`config.mk`:
```
export PLATFORM = sky130hd
export DESIGN_NAME = io_aperture_router
export DESIGN_NICKNAME = d
export VERILOG_FILES = /design/src/rtl/ioap_pkg.sv /design/src/rtl/ioap_cfg_regs.sv /design/src/rtl/ioap_window_match.sv /design/src/rtl/ioap_route_stage.sv /design/src/rtl/io_aperture_router.sv
export SDC_FILE = /design/constraint.sdc
export NUM_CORES = 1
export LEC_CHECK = 0
export ABC_AREA = 1
export BUFFER_PORTS_ARGS = -buffer_cell sky130_fd_sc_hd__buf_2
export CELL_PAD_IN_SITES_DETAIL_PLACEMENT = 0
export CELL_PAD_IN_SITES_GLOBAL_PLACEMENT = 1
export CORE_ASPECT_RATIO = 0.75
export CORE_MARGIN = 4
export CORE_UTILIZATION = 32
export DETAILED_ROUTE_END_ITERATION = 8
export GPL_TIMING_DRIVEN = 1
export PLACE_DENSITY = 0.83
export RECOVER_POWER = 25
export SLEW_MARGIN = 10
export SYNTH_ARGS = -nofsm -noshare
export SYNTH_HDL_FRONTEND = slang
export SYNTH_HIERARCHICAL = 1
export SYNTH_SLANG_ARGS = --single-unit
```
`constraint.sdc`:
```
create_clock -name clk -period 1.81 [get_ports clk]
set_input_delay 0.0905 -clock clk [delete_from_list [all_inputs] [get_ports clk]]
set_output_delay 0.0905 -clock clk [all_outputs]
set_load 0.03 [all_outputs]
```
`src/rtl/ioap_pkg.sv`:
```
package ioap_pkg;

  localparam int PAGE_SHIFT = 12;

  typedef enum logic [1:0] {
    IDX_BASE = 2'd0,
    IDX_SIZE = 2'd1,
    IDX_PART = 2'd2,
    IDX_CTRL = 2'd3
  } ioap_idx_e;

  // log2 of the window size in bytes for a given size code
  function automatic int window_log2(input int code);
    return code + PAGE_SHIFT;
  endfunction

  // an address bit takes part in the compare when it is at or above the window log2
  function automatic logic compare_bit(input int idx, input int lg);
    return (idx >= lg);
  endfunction

  // a base page bit must be zero when it lies inside the window offset
  function automatic logic offset_page_bit(input int idx, input int code);
    return (idx < code);
  endfunction

endpackage

```
`src/rtl/ioap_cfg_regs.sv`:
```
module ioap_cfg_regs
  import ioap_pkg::*;
#(
  parameter int ADDR_W = 32,
  parameter int CODE_W = 5
) (
  input  logic                         clk,
  input  logic                         rst_n,
  input  logic                         we,
  input  logic [1:0]                   idx,
  input  logic [ADDR_W-PAGE_SHIFT-1:0] wdata,
  output logic [ADDR_W-PAGE_SHIFT-1:0] rdata,
  output logic [ADDR_W-PAGE_SHIFT-1:0] base_page,
  output logic [CODE_W-1:0]            size_code,
  output logic                         partial,
  output logic                         enable,
  output logic                         err,
  output logic                         cfg_good
);
  localparam int PAGE_W = ADDR_W - PAGE_SHIFT;

  logic [PAGE_W-1:0] offset_bits;
  logic              fits;
  logic              aligned;

  always_comb begin
    for (int i = 0; i < PAGE_W; i++) begin
      offset_bits[i] = offset_page_bit(i, int'(size_code));
    end
    fits     = (window_log2(int'(size_code)) <= ADDR_W);
    aligned  = ((base_page & offset_bits) == '0);
    cfg_good = fits && aligned;
  end

  always_ff @(posedge clk or negedge rst_n) begin
    if (!rst_n) begin
      base_page <= '0;
      size_code <= '0;
      partial   <= 1'b0;
      enable    <= 1'b0;
      err       <= 1'b0;
    end else if (we) begin
      case (ioap_idx_e'(idx))
        IDX_BASE: if (!enable) base_page <= wdata;
        IDX_SIZE: if (!enable) size_code <= wdata[CODE_W-1:0];
        IDX_PART: partial <= wdata[0];
        IDX_CTRL: begin
          if (wdata[0]) begin
            enable <= cfg_good;
            if (!cfg_good) err <= 1'b1;
          end else begin
            enable <= 1'b0;
          end
        end
        default: ;
      endcase
    end
  end

  always_comb begin
    rdata = '0;
    case (ioap_idx_e'(idx))
      IDX_BASE: rdata = base_page;
      IDX_SIZE: rdata[CODE_W-1:0] = size_code;
      IDX_PART: rdata[0] = partial;
      IDX_CTRL: rdata[1:0] = {err, enable};
      default:  rdata = '0;
    endcase
  end

endmodule

```
`src/rtl/ioap_window_match.sv`:
```
module ioap_window_match
  import ioap_pkg::*;
#(
  parameter int ADDR_W = 32,
  parameter int CODE_W = 5
) (
  input  logic [ADDR_W-1:0]            addr,
  input  logic [ADDR_W-PAGE_SHIFT-1:0] base_page,
  input  logic [CODE_W-1:0]            size_code,
  output logic                         hit
);
  logic [ADDR_W-1:0] cmp_bits;
  logic [ADDR_W-1:0] base_addr;

  assign base_addr = {base_page, {PAGE_SHIFT{1'b0}}};

  always_comb begin
    for (int i = 0; i < ADDR_W; i++) begin
      cmp_bits[i] = compare_bit(i, window_log2(int'(size_code)));
    end
    hit = (((addr ^ base_addr) & cmp_bits) == '0);
  end

endmodule

```
`src/rtl/ioap_route_stage.sv`:
```
module ioap_route_stage #(
  parameter int ADDR_W = 32
) (
  input  logic              clk,
  input  logic              rst_n,
  input  logic              in_valid,
  input  logic [ADDR_W-1:0] in_addr,
  input  logic              coh_now,
  output logic              in_ready,
  output logic              accept,
  output logic              out_valid,
  input  logic              out_ready,
  output logic [ADDR_W-1:0] out_addr,
  output logic              out_coherent
);
  assign in_ready = !out_valid || out_ready;
  assign accept   = in_valid && in_ready;

  always_ff @(posedge clk or negedge rst_n) begin
    if (!rst_n) begin
      out_valid    <= 1'b0;
      out_addr     <= '0;
      out_coherent <= 1'b0;
    end else if (in_ready) begin
      out_valid <= in_valid;
      if (in_valid) begin
        out_addr     <= in_addr;
        out_coherent <= coh_now;
      end
    end
  end

endmodule

```
`src/rtl/io_aperture_router.sv`:
```
module io_aperture_router
  import ioap_pkg::*;
#(
  parameter int ADDR_W = 32,
  parameter int CODE_W = 5
) (
  input  logic                         clk,
  input  logic                         rst_n,
  input  logic                         reg_we,
  input  logic [1:0]                   reg_addr,
  input  logic [ADDR_W-PAGE_SHIFT-1:0] reg_wdata,
  output logic [ADDR_W-PAGE_SHIFT-1:0] reg_rdata,
  input  logic                         l2_present,
  input  logic                         l1d_on,
  input  logic                         in_valid,
  output logic                         in_ready,
  input  logic [ADDR_W-1:0]            in_addr,
  output logic                         out_valid,
  input  logic                         out_ready,
  output logic [ADDR_W-1:0]            out_addr,
  output logic                         out_coherent,
  output logic                         partial_ok,
  output logic                         prereq_ok,
  output logic                         cfg_err
);
  localparam int PAGE_W = ADDR_W - PAGE_SHIFT;

  logic [PAGE_W-1:0] base_q;
  logic [CODE_W-1:0] code_q;
  logic              en_q;
  logic              cfg_good;
  logic              hit;
  logic              coh_now;
  logic              accept;

  ioap_cfg_regs #(.ADDR_W(ADDR_W), .CODE_W(CODE_W)) u_regs (
    .clk       (clk),
    .rst_n     (rst_n),
    .we        (reg_we),
    .idx       (reg_addr),
    .wdata     (reg_wdata),
    .rdata     (reg_rdata),
    .base_page (base_q),
    .size_code (code_q),
    .partial   (partial_ok),
    .enable    (en_q),
    .err       (cfg_err),
    .cfg_good  (cfg_good)
  );

  ioap_window_match #(.ADDR_W(ADDR_W), .CODE_W(CODE_W)) u_match (
    .addr      (in_addr),
    .base_page (base_q),
    .size_code (code_q),
    .hit       (hit)
  );

  assign prereq_ok = l2_present && l1d_on;
  assign coh_now   = en_q && prereq_ok && hit;

  ioap_route_stage #(.ADDR_W(ADDR_W)) u_stage (
    .clk          (clk),
    .rst_n        (rst_n),
    .in_valid     (in_valid),
    .in_addr      (in_addr),
    .coh_now      (coh_now),
    .in_ready     (in_ready),
    .accept       (accept),
    .out_valid    (out_valid),
    .out_ready    (out_ready),
    .out_addr     (out_addr),
    .out_coherent (out_coherent)
  );

endmodule

```
=== Yosys cells after proc, flatten, opt, wreduce, memory -nomap -nowiden ===
Cells that the tools add are included.

* Add/subtract/negate cells: 1
* Multiply operators: 0
* Div/mod/pow operators: 0
* Order comparisons: 53
* Equal/unequal tests: 3
* Shift-type cells: 0
* Muxes and demuxes: 5
* Bitwise logic cells: 5
* Reduce and logical (&&, ||, !) cells: 15

{| class="wikitable"
|+ Operators by type and width
! operator !! count
|-
| 6-bit by 32-bit greater-or-equal comparator with 1-bit output (first input constant) || 16
|-
| 5-bit by 32-bit greater-or-equal comparator with 1-bit output (first input constant) || 8
|-
| 4-bit by 32-bit greater-or-equal comparator with 1-bit output (first input constant) || 4
|-
| 3-bit by 32-bit greater-or-equal comparator with 1-bit output (first input constant) || 2
|-
| 4-bit by 5-bit less-than comparator with 1-bit output (first input constant) || 8
|-
| 32-bit bitwise AND || 1
|-
| 2-bit by 32-bit greater-or-equal comparator with 1-bit output (first input constant) || 1
|-
| 32-bit by 7-bit less-or-equal comparator with 1-bit output (second input constant) || 1
|-
| 32-bit zero test || 1
|-
| 32-bit XOR || 1
|-
| 20-bit bitwise AND || 1
|-
| 20-bit zero test || 1
|-
| 3-bit by 5-bit less-than comparator with 1-bit output (first input constant) || 4
|-
| 5-bit less-than comparator (first input constant) || 4
|-
| 15-bit two-way mux || 1
|-
| 1-bit by 5-bit less-than comparator with 1-bit output (first input constant) || 2
|-
| 2-bit by 5-bit less-than comparator with 1-bit output (first input constant) || 2
|-
| 5-bit by 4-bit adder with 6-bit output (second input constant) || 1
|-
| 1-bit by 6-bit greater-or-equal comparator with 1-bit output (first input constant) || 1
|-
| 3-bit case mux with 2 select lines || 1
|-
| 2-bit AND reduction || 3
|-
| 3-bit AND reduction || 2
|-
| 2-bit == test (second input constant) || 2
|-
| 1-bit logical AND || 4
|-
| other kinds (9) || 10
|}

* Register bits: 62
* Latch bits: 0
* Bits in writable memories: 0
* Bits in read-only memories: 0
* Output and inout port bits: 58
* Word-level logic and storage cells: 90
* Memories: 0

=== Logic depth before layout (Yosys ltp) ===
Gate-level depths: netlist (run 1).

* Depth after elaboration: 6
* Mapped depth: 17
* Mapped depth without buffers: 17

=== Hierarchy ===
Netlist (run 1), hierarchy kept.

{| class="wikitable"
|+ Modules (own cells, without submodules)
! module !! instances !! cells each !! area an instance (µm²)
|-
| ioap_cfg_regs || 1 || 232 || 1572.8
|-
| ioap_route_stage || 1 || 148 || 1373.8
|-
| ioap_window_match || 1 || 175 || 844.6
|-
| io_aperture_router || 1 || 4 || 15.0
|}

=== Least setup slack after synthesis (run 1) ===
No wires, ideal clock.

* Kind: flip-flop to flip-flop
* From: register u_regs.size_code[3]
* To: register u_stage.out_coherent
* Library setup time: 0.065 ns
* Arrival: 1.843 ns
* Required time: 1.745 ns
* Setup slack: -0.098 ns
* Stages on the path, launching flop included: 18
* Path buffers: 0
* Period minus slack after synthesis: 1.908 ns
* Cells stage by stage: dfrtp_1 -> inv_1 -> ha_1 -> inv_1 -> nand2_1 -> nand2_2 -> nand3_1 -> nand2_1 -> nand2_1 -> nor2_1 -> nand2_1 -> nor2_1 -> nand2_1 -> nor2_1 -> nand2_1 -> nor2_1 -> nand3_1 -> nand2_1

* Word-level cells in the longest chain between the ends: 5
* Elaborated cells between the ends (all ways): 36
* Classes of those cells: 1 x add/sub; 32 x order compare; 1 x bitwise; 2 x reduce/logical

{| class="wikitable"
|+ RTL lines
! what !! RTL line !! source
|-
| start: declaration || ioap_cfg_regs.sv:14 || <nowiki>output logic [CODE_W-1:0] size_code,</nowiki>
|-
| start signal: assignment || ioap_cfg_regs.sv:45 || <nowiki>IDX_SIZE: if (!enable) size_code <= wdata[CODE_W-1:0];</nowiki>
|-
| 5-bit by 4-bit adder with 6-bit output * || ioap_pkg.sv:14 || <nowiki>return code + PAGE_SHIFT;</nowiki>
|-
| 2-bit by 32-bit greater-or-equal comparator with 1-bit output (tied with other cells) || ioap_pkg.sv:19 || <nowiki>return (idx >= lg);</nowiki>
|-
| 32-bit bitwise AND * || ioap_window_match.sv:21 || <nowiki>hit = (((addr ^ base_addr) & cmp_bits) == '0);</nowiki>
|-
| 32-bit zero test * || ioap_window_match.sv:21 ||
|-
| via hit || io_aperture_router.sv:32 || <nowiki>logic hit;</nowiki>
|-
| 1-bit logical AND * || io_aperture_router.sv:59 || <nowiki>assign coh_now = en_q && prereq_ok && hit;</nowiki>
|-
| via coh_now || io_aperture_router.sv:33 || <nowiki>logic coh_now;</nowiki>
|-
| end signal: assignment || ioap_route_stage.sv:28 || <nowiki>out_coherent <= coh_now;</nowiki>
|-
| end: declaration || ioap_route_stage.sv:14 || <nowiki>output logic out_coherent</nowiki>
|}

Mark *: on every way through the listed nets, which the timed path passes. The rest lies on a longest branch.
A chain may end at the register's enable or synchronous reset.

=== Worst setup path after layout (run 1) ===
* From: register u_regs.size_code[2]
* To: register u_stage.out_coherent

The elaborated chain is that of the path after synthesis.

==> impl_metrics.toml, run 1 <==
[die]
rows = 34
die_width_um = 133.8
start_util_pct = 32.71
io_pins = 119
die-area_mm2 = 0.01370
core_mm2 = 0.01161
fp.dieH_um = 102.4

[power_and_ir_drop]
vdd_ir_drop_max_mv = 0.5343
power.total_uw = 5704
p_leak_uw = 0.002853
powerDensity_mw_per_mm2 = 1120

[clock_tree]
numCtsBuffers = 9
cts_sinks = 62
clk_root_buffer_cell = "clkbuf_16"
clockBufferDepth = 2
clk_latency_ns = 0.33
clk_pin_slew_ns = 0.06
cts_tree = "done"
h-tree-depth = 3

[timing]
max_freq_mhz = 535.9
relSlewSlack_pct = 42.03
setup_ws_ns = -0.05612
finalSetupTns_ns = -0.05612
rsz0062_at_grt = "true"
tightestPinTransition_ns = 0.8696
slew_viol_final = 0
setup_viol = 1
fin_crit_ns = 1.866
fin_skew_ns = 0.006534
hold_violations = 0
timing.final.crit_share_pct = 103.1

[detailed_routing]
ant_nets = 0
first_iter_violations = 201
num_vias = 3976
drc_errors = 0
vias_per_cell = 4.607
wl_mm = 12.20
wl_per_cell_um = 14.14
first_pass_iters = 4

[grt]
grt_pass1_wl_mm = 19.98
grt_pass1_vias = 3886
grt_max_degree = 63
grt_overflow = 0
grt-busiest-layer = "met1"
use_met2_pct = 26.39
grt_util_met1_pct = 26.65
grt_use_total_pct = 18.42
grt_antenna_before_repair = 0
met3_usage_pct = 5.758

[finish]
layout-drive-gt1-share_pct = 27.96
final_cell_mix = "nand2_1 (195), buf_2 (117), nand3_1 (65), nor2_1 (60), dfrtp_1 (59)"
fin_cells = 863
antenna_cells = 0
syn2layout_area_growth_pct = 34.12
final_common_cell = "nand2_1"
n_fill_cell = 1233
final_core_util_pct = 43.87
final_nets = 762

[status]
violations = "setup timing"
status = "complete, but fails checks"

[synth]
netlist_instances = 557
syn-cell-area_mm2 = 0.003799
synth_area_per_cell_um2 = 6.820
syn_nets = 623
ys_warn_count = 6

[critical_path]
cp.required_ns = 2.07
slowest_delay_ns = 0.45
slowest_stage = "dfrtp_2"
r2r_setup_slack_ns = -0.06
cp_max_fo = 5
worstPathArrival_ns = 2.13
crit_path_start_kind = "flip-flop"
criticalPathCategory = "reg -> reg"
end_kind = "flip-flop"
crit_chain = "inv_4 -> ha_4 -> nand2_2 -> inv_1 -> o21ai_0 -> nand3_1 -> nand3_1 -> nor2_1 -> nand2_1 -> nor2_1 -> nand2_1 -> nor2_1 -> nand3_1 -> nand2_1"

[worst_hold_path]
hold_class = "in -> reg"

[place]
portBuffers = 118
dp_hpwl_mm = 9.480
dp.cells = 843
routabilityCongestion = 0.8913

[flow_run]
maxCapViolCount = 0
-- per-layer routing --
layer	up-vias	routed length (µm)	part of all wire [%]
met5	-	0	0
met3	16	1041	8.5
met1	1776	6116	50
met4	0	233	1.9
li1	2026	-	-
met2	158	4808	39
-- worst max-delay path, delay by kind of cell, from the launching register on --
family                     cells  cell delay, ns
DFF                            1            0.45
adders and majority gates      1            0.16
buffers and inverters          2            0.22
AOI/OAI and AO/OA              1            0.16
and+or+nand+nor               10            0.79
-- area by class of cell --
cell class | instances | area [µm²] | share of cell area, %
timing repair buffer | 146 | 808.3 | 15.86
inverter | 63 | 244.0 | 4.789
clock inverter | 3 | 42.54 | 0.8350
multi-input combinational | 414 | 1972 | 38.70
sequential | 62 | 1555 | 30.53
clock buffer | 13 | 270.3 | 5.305
tap | 162 | 202.7 | 3.978
-- registers in the layout (all words and copies together) (netlist names) --
register	cells
u_regs/partial	1
u_regs/size_code	5
u_stage/out_coherent	1
u_regs/base_page	20
u_regs/err	1
u_regs/enable	1
u_stage/out_addr	32
u_stage/out_valid	1
-- worst paths after layout --
| kind | startpoint | endpoint | cells after the start |
|---|---|---|---|
| max | u_regs/size_code[2] | u_stage/out_coherent | 14 |
| min | in_addr[7] | u_stage/out_addr[7] | 3 |
| max reg2reg | u_regs/size_code[2] | u_stage/out_coherent | 14 |
| min reg2reg | u_stage/out_addr[17] | u_stage/out_addr[17] | 2 |
| max in group asynchronous | rst_n | u_regs/size_code[4] | 3 |
| min in group asynchronous | rst_n | u_stage/out_addr[16] | 3 |
-- metrics by stage --
| step | cell area [µm²] | hold slack (ns) | setup WS [ns] |
|---|---|---|---|
| 3_5_place_dp | 4695 | 0.1276 | -0.1711 |
| 6_report | 5095 | 0.01149 | -0.05612 |
| 5_1_grt | 5095 | 0.01229 | -0.2496 |
| 2_1_floorplan | 3816 | -0.2051 | 0.01593 |
| 4_1_cts | 5107 | 0.003196 | -0.04698 |
| 3_3_place_gp | 4695 | 0.1252 | -0.1178 |
-- power by group --
| group | leakage (µW) | switching, µW | total, µW | internal [µW] |
|---|---|---|---|---|
| combinational | 0.00197 | 1380 | 2140 | 755 |
| sequential | 0.000736 | 188 | 1790 | 1600 |
| clock | 0.000152 | 603 | 1780 | 1180 |
| total | 0.00285 | 2180 | 5700 | 3530 |
-- what timing repair did --
item                                   in CTS  in global routing
cloned                                      1                  0
setup buffers                               1                  0
setup endpoints to repair                   1                  2
gates resized for setup                    18                  3
pin swaps                                   8                  1
endpoints found under the hold margin      63                  0
hold buffers                                2                  0
Note: power is estimated with default switching activity, not from simulation.
==> run 2: changes to the inputs <==
--- a/config.mk
+++ b/config.mk
@@ -12,6 +12,7 @@
 export CORE_ASPECT_RATIO = 0.75
 export CORE_MARGIN = 4
 export CORE_UTILIZATION = 32
+export CTS_BUF_LIST = sky130_fd_sc_hd__clkbuf_4 sky130_fd_sc_hd__clkbuf_8 sky130_fd_sc_hd__clkbuf_16
 export DETAILED_ROUTE_END_ITERATION = 8
 export GPL_TIMING_DRIVEN = 1
 export PLACE_DENSITY = 0.83
==> impl_metrics.toml, run 2 (synthesis gave the netlist of run 1 again) <==
[clock_tree]
cts_tree = "done"
clk_root_buffer_cell = "clkbuf_16"
clk_latency_ns = 0.33
cts_sinks = 62
clk_pin_slew_ns = 0.06
h-tree-depth = 3
numCtsBuffers = 9
clockBufferDepth = 2

[timing]
tightestPinTransition_ns = 0.8693
relSlewSlack_pct = 42.05
max_freq_mhz = 536.2
timing.final.crit_share_pct = 103.0
fin_crit_ns = 1.865
setup_ws_ns = -0.05512
timing.hold.ws_ns = 0.01168
finalSetupTns_ns = -0.05512
fin_skew_ns = 0.006721
hold_violations = 0
slew_viol_final = 0
rsz0062_at_grt = "true"
setup_viol = 1

[power_and_ir_drop]
powerDensity_mw_per_mm2 = 1122
power.total_uw = 5721
p_leak_uw = 0.002856
vdd_ir_drop_max_mv = 0.5343

[die]
die_width_um = 133.8
core_mm2 = 0.01161
start_util_pct = 32.71
rows = 34
fp.dieH_um = 102.4
io_pins = 119
die-area_mm2 = 0.01370

[critical_path]
critPathCapture = "u_stage/out_coherent"
crit_chain = "inv_4 -> ha_4 -> nand2_2 -> inv_1 -> o21ai_0 -> nand3_1 -> nand3_1 -> nor2_1 -> nand2_1 -> nor2_1 -> nand2_1 -> nor2_1 -> nand3_1 -> nand2_1"
crit_start = "u_regs/size_code[2]"
slowest_delay_ns = 0.45
worstPathArrival_ns = 2.13
r2r-end = "u_stage/out_coherent"
slowest_stage = "dfrtp_2"
criticalPathCategory = "reg -> reg"
cp_max_fo = 5
cp.required_ns = 2.07
rr_worst_depth = 14
crit_path_start_kind = "flip-flop"
r2r_start = "u_regs/size_code[2]"
r2r_setup_slack_ns = -0.06
end_kind = "flip-flop"

[grt]
grt_antenna_before_repair = 0
grt_max_degree = 63
grt_overflow = 0
grt_pass1_vias = 3886
grt_use_total_pct = 18.42
grt_pass1_wl_mm = 19.98

[detailed_routing]
wl_mm = 12.19
met1_length_mm = 6.157
ant_nets = 0
met3WireLength_mm = 1.005
maxUsedRoutingLayer = "met4"
vias_per_cell = 4.599
wl_per_cell_um = 14.13
drc_errors = 0
num_vias = 3969
wl_met2_mm = 4.805
first_pass_iters = 4
first_iter_violations = 201

[finish]
layout-drive-gt1-share_pct = 28.10
syn2layout_area_growth_pct = 34.22
stdcell_area_mm2 = 0.005099
reg_top3 = "u_stage/out_addr (32), u_regs/base_page (20), u_regs/size_code (5)"
n_fill_cell = 1233
max_flop_register = "u_stage/out_addr"
final_nets = 762
final_core_util_pct = 43.90
final_common_cell = "nand2_1"
largest_reg_flops = 32
antenna_cells = 0
final_cell_mix = "nand2_1 (195), buf_2 (117), nand3_1 (65), nor2_1 (60), dfrtp_1 (59)"

[worst_hold_path]
min_path_cells = 3
hold_class = "in -> reg"

[place]
dp_hpwl_mm = 9.480
routabilityCongestion = 0.8913
portBuffers = 118
placed_cell_area_mm2 = 0.004695

[status]
status = "complete, but fails checks"
violations = "setup timing"

[flow_run]
maxCapViolCount = 0
run 2: worst max-delay path: cells and delay by family, from the launching register on:
kind,cells,cell delay [ns]
AO/OA/AOI/OAI,1,0.16
adder cells (fa/ha/maj),1,0.16
buffers and inverters,2,0.22
flip-flops,1,0.45
AND/OR/NAND/NOR,10,0.79
run 2: worst min path at each step:
stage,start,end
CTS,reg_wdata[14],u_regs/base_page[14]
floorplan,rst_n,u_regs/base_page[0]
finish,in_addr[7],u_stage/out_addr[7]
global route,reg_wdata[11],u_regs/base_page[11]
detailed placement,rst_n,u_stage/out_addr[16]
global placement,rst_n,u_stage/out_addr[14]
run 2: timing repair:
action,CTS,global route
setup endpoints to repair,1,2
gates cloned,1,0
setup buffers,1,0
pin swaps,8,1
hold buffers,2,0
resized for setup,18,3
hold endpoints to repair,63,0
run 2: layout make-up:
class | instances | area [µm²] | share of cell area [%]
clock inverter | 3 | 42.54 | 0.8344
clock buffer | 13 | 274.0 | 5.374
sequential | 62 | 1555 | 30.50
multi-input combinational | 414 | 1972 | 38.67
inverter | 63 | 244.0 | 4.785
timing repair buffer | 146 | 808.3 | 15.85
tap | 162 | 202.7 | 3.975
run 2: through the flow:
stage | cells | setup slack (ns)
6_report | 863 | -0.05512
5_1_grt | 863 | -0.2498
4_1_cts | 863 | -0.04705
3_5_place_dp | 843 | -0.1711
3_3_place_gp | 843 | -0.1178
2_1_floorplan | 557 | 0.01593
run 2: power by group:
group | internal (µW) | total (µW) | switching (µW)
Sequential | 1600 | 1790 | 188
Combinational | 755 | 2140 | 1390
Clock | 1190 | 1790 | 604
run 2: per-layer routing:
layer | GRT usage [%] | vias to the layer above
met3 | 5.758 | 14
met4 | 5.375 | 0
met5 | 0 | -
met2 | 26.39 | 154
li1 | - | 2024
met1 | 26.65 | 1777
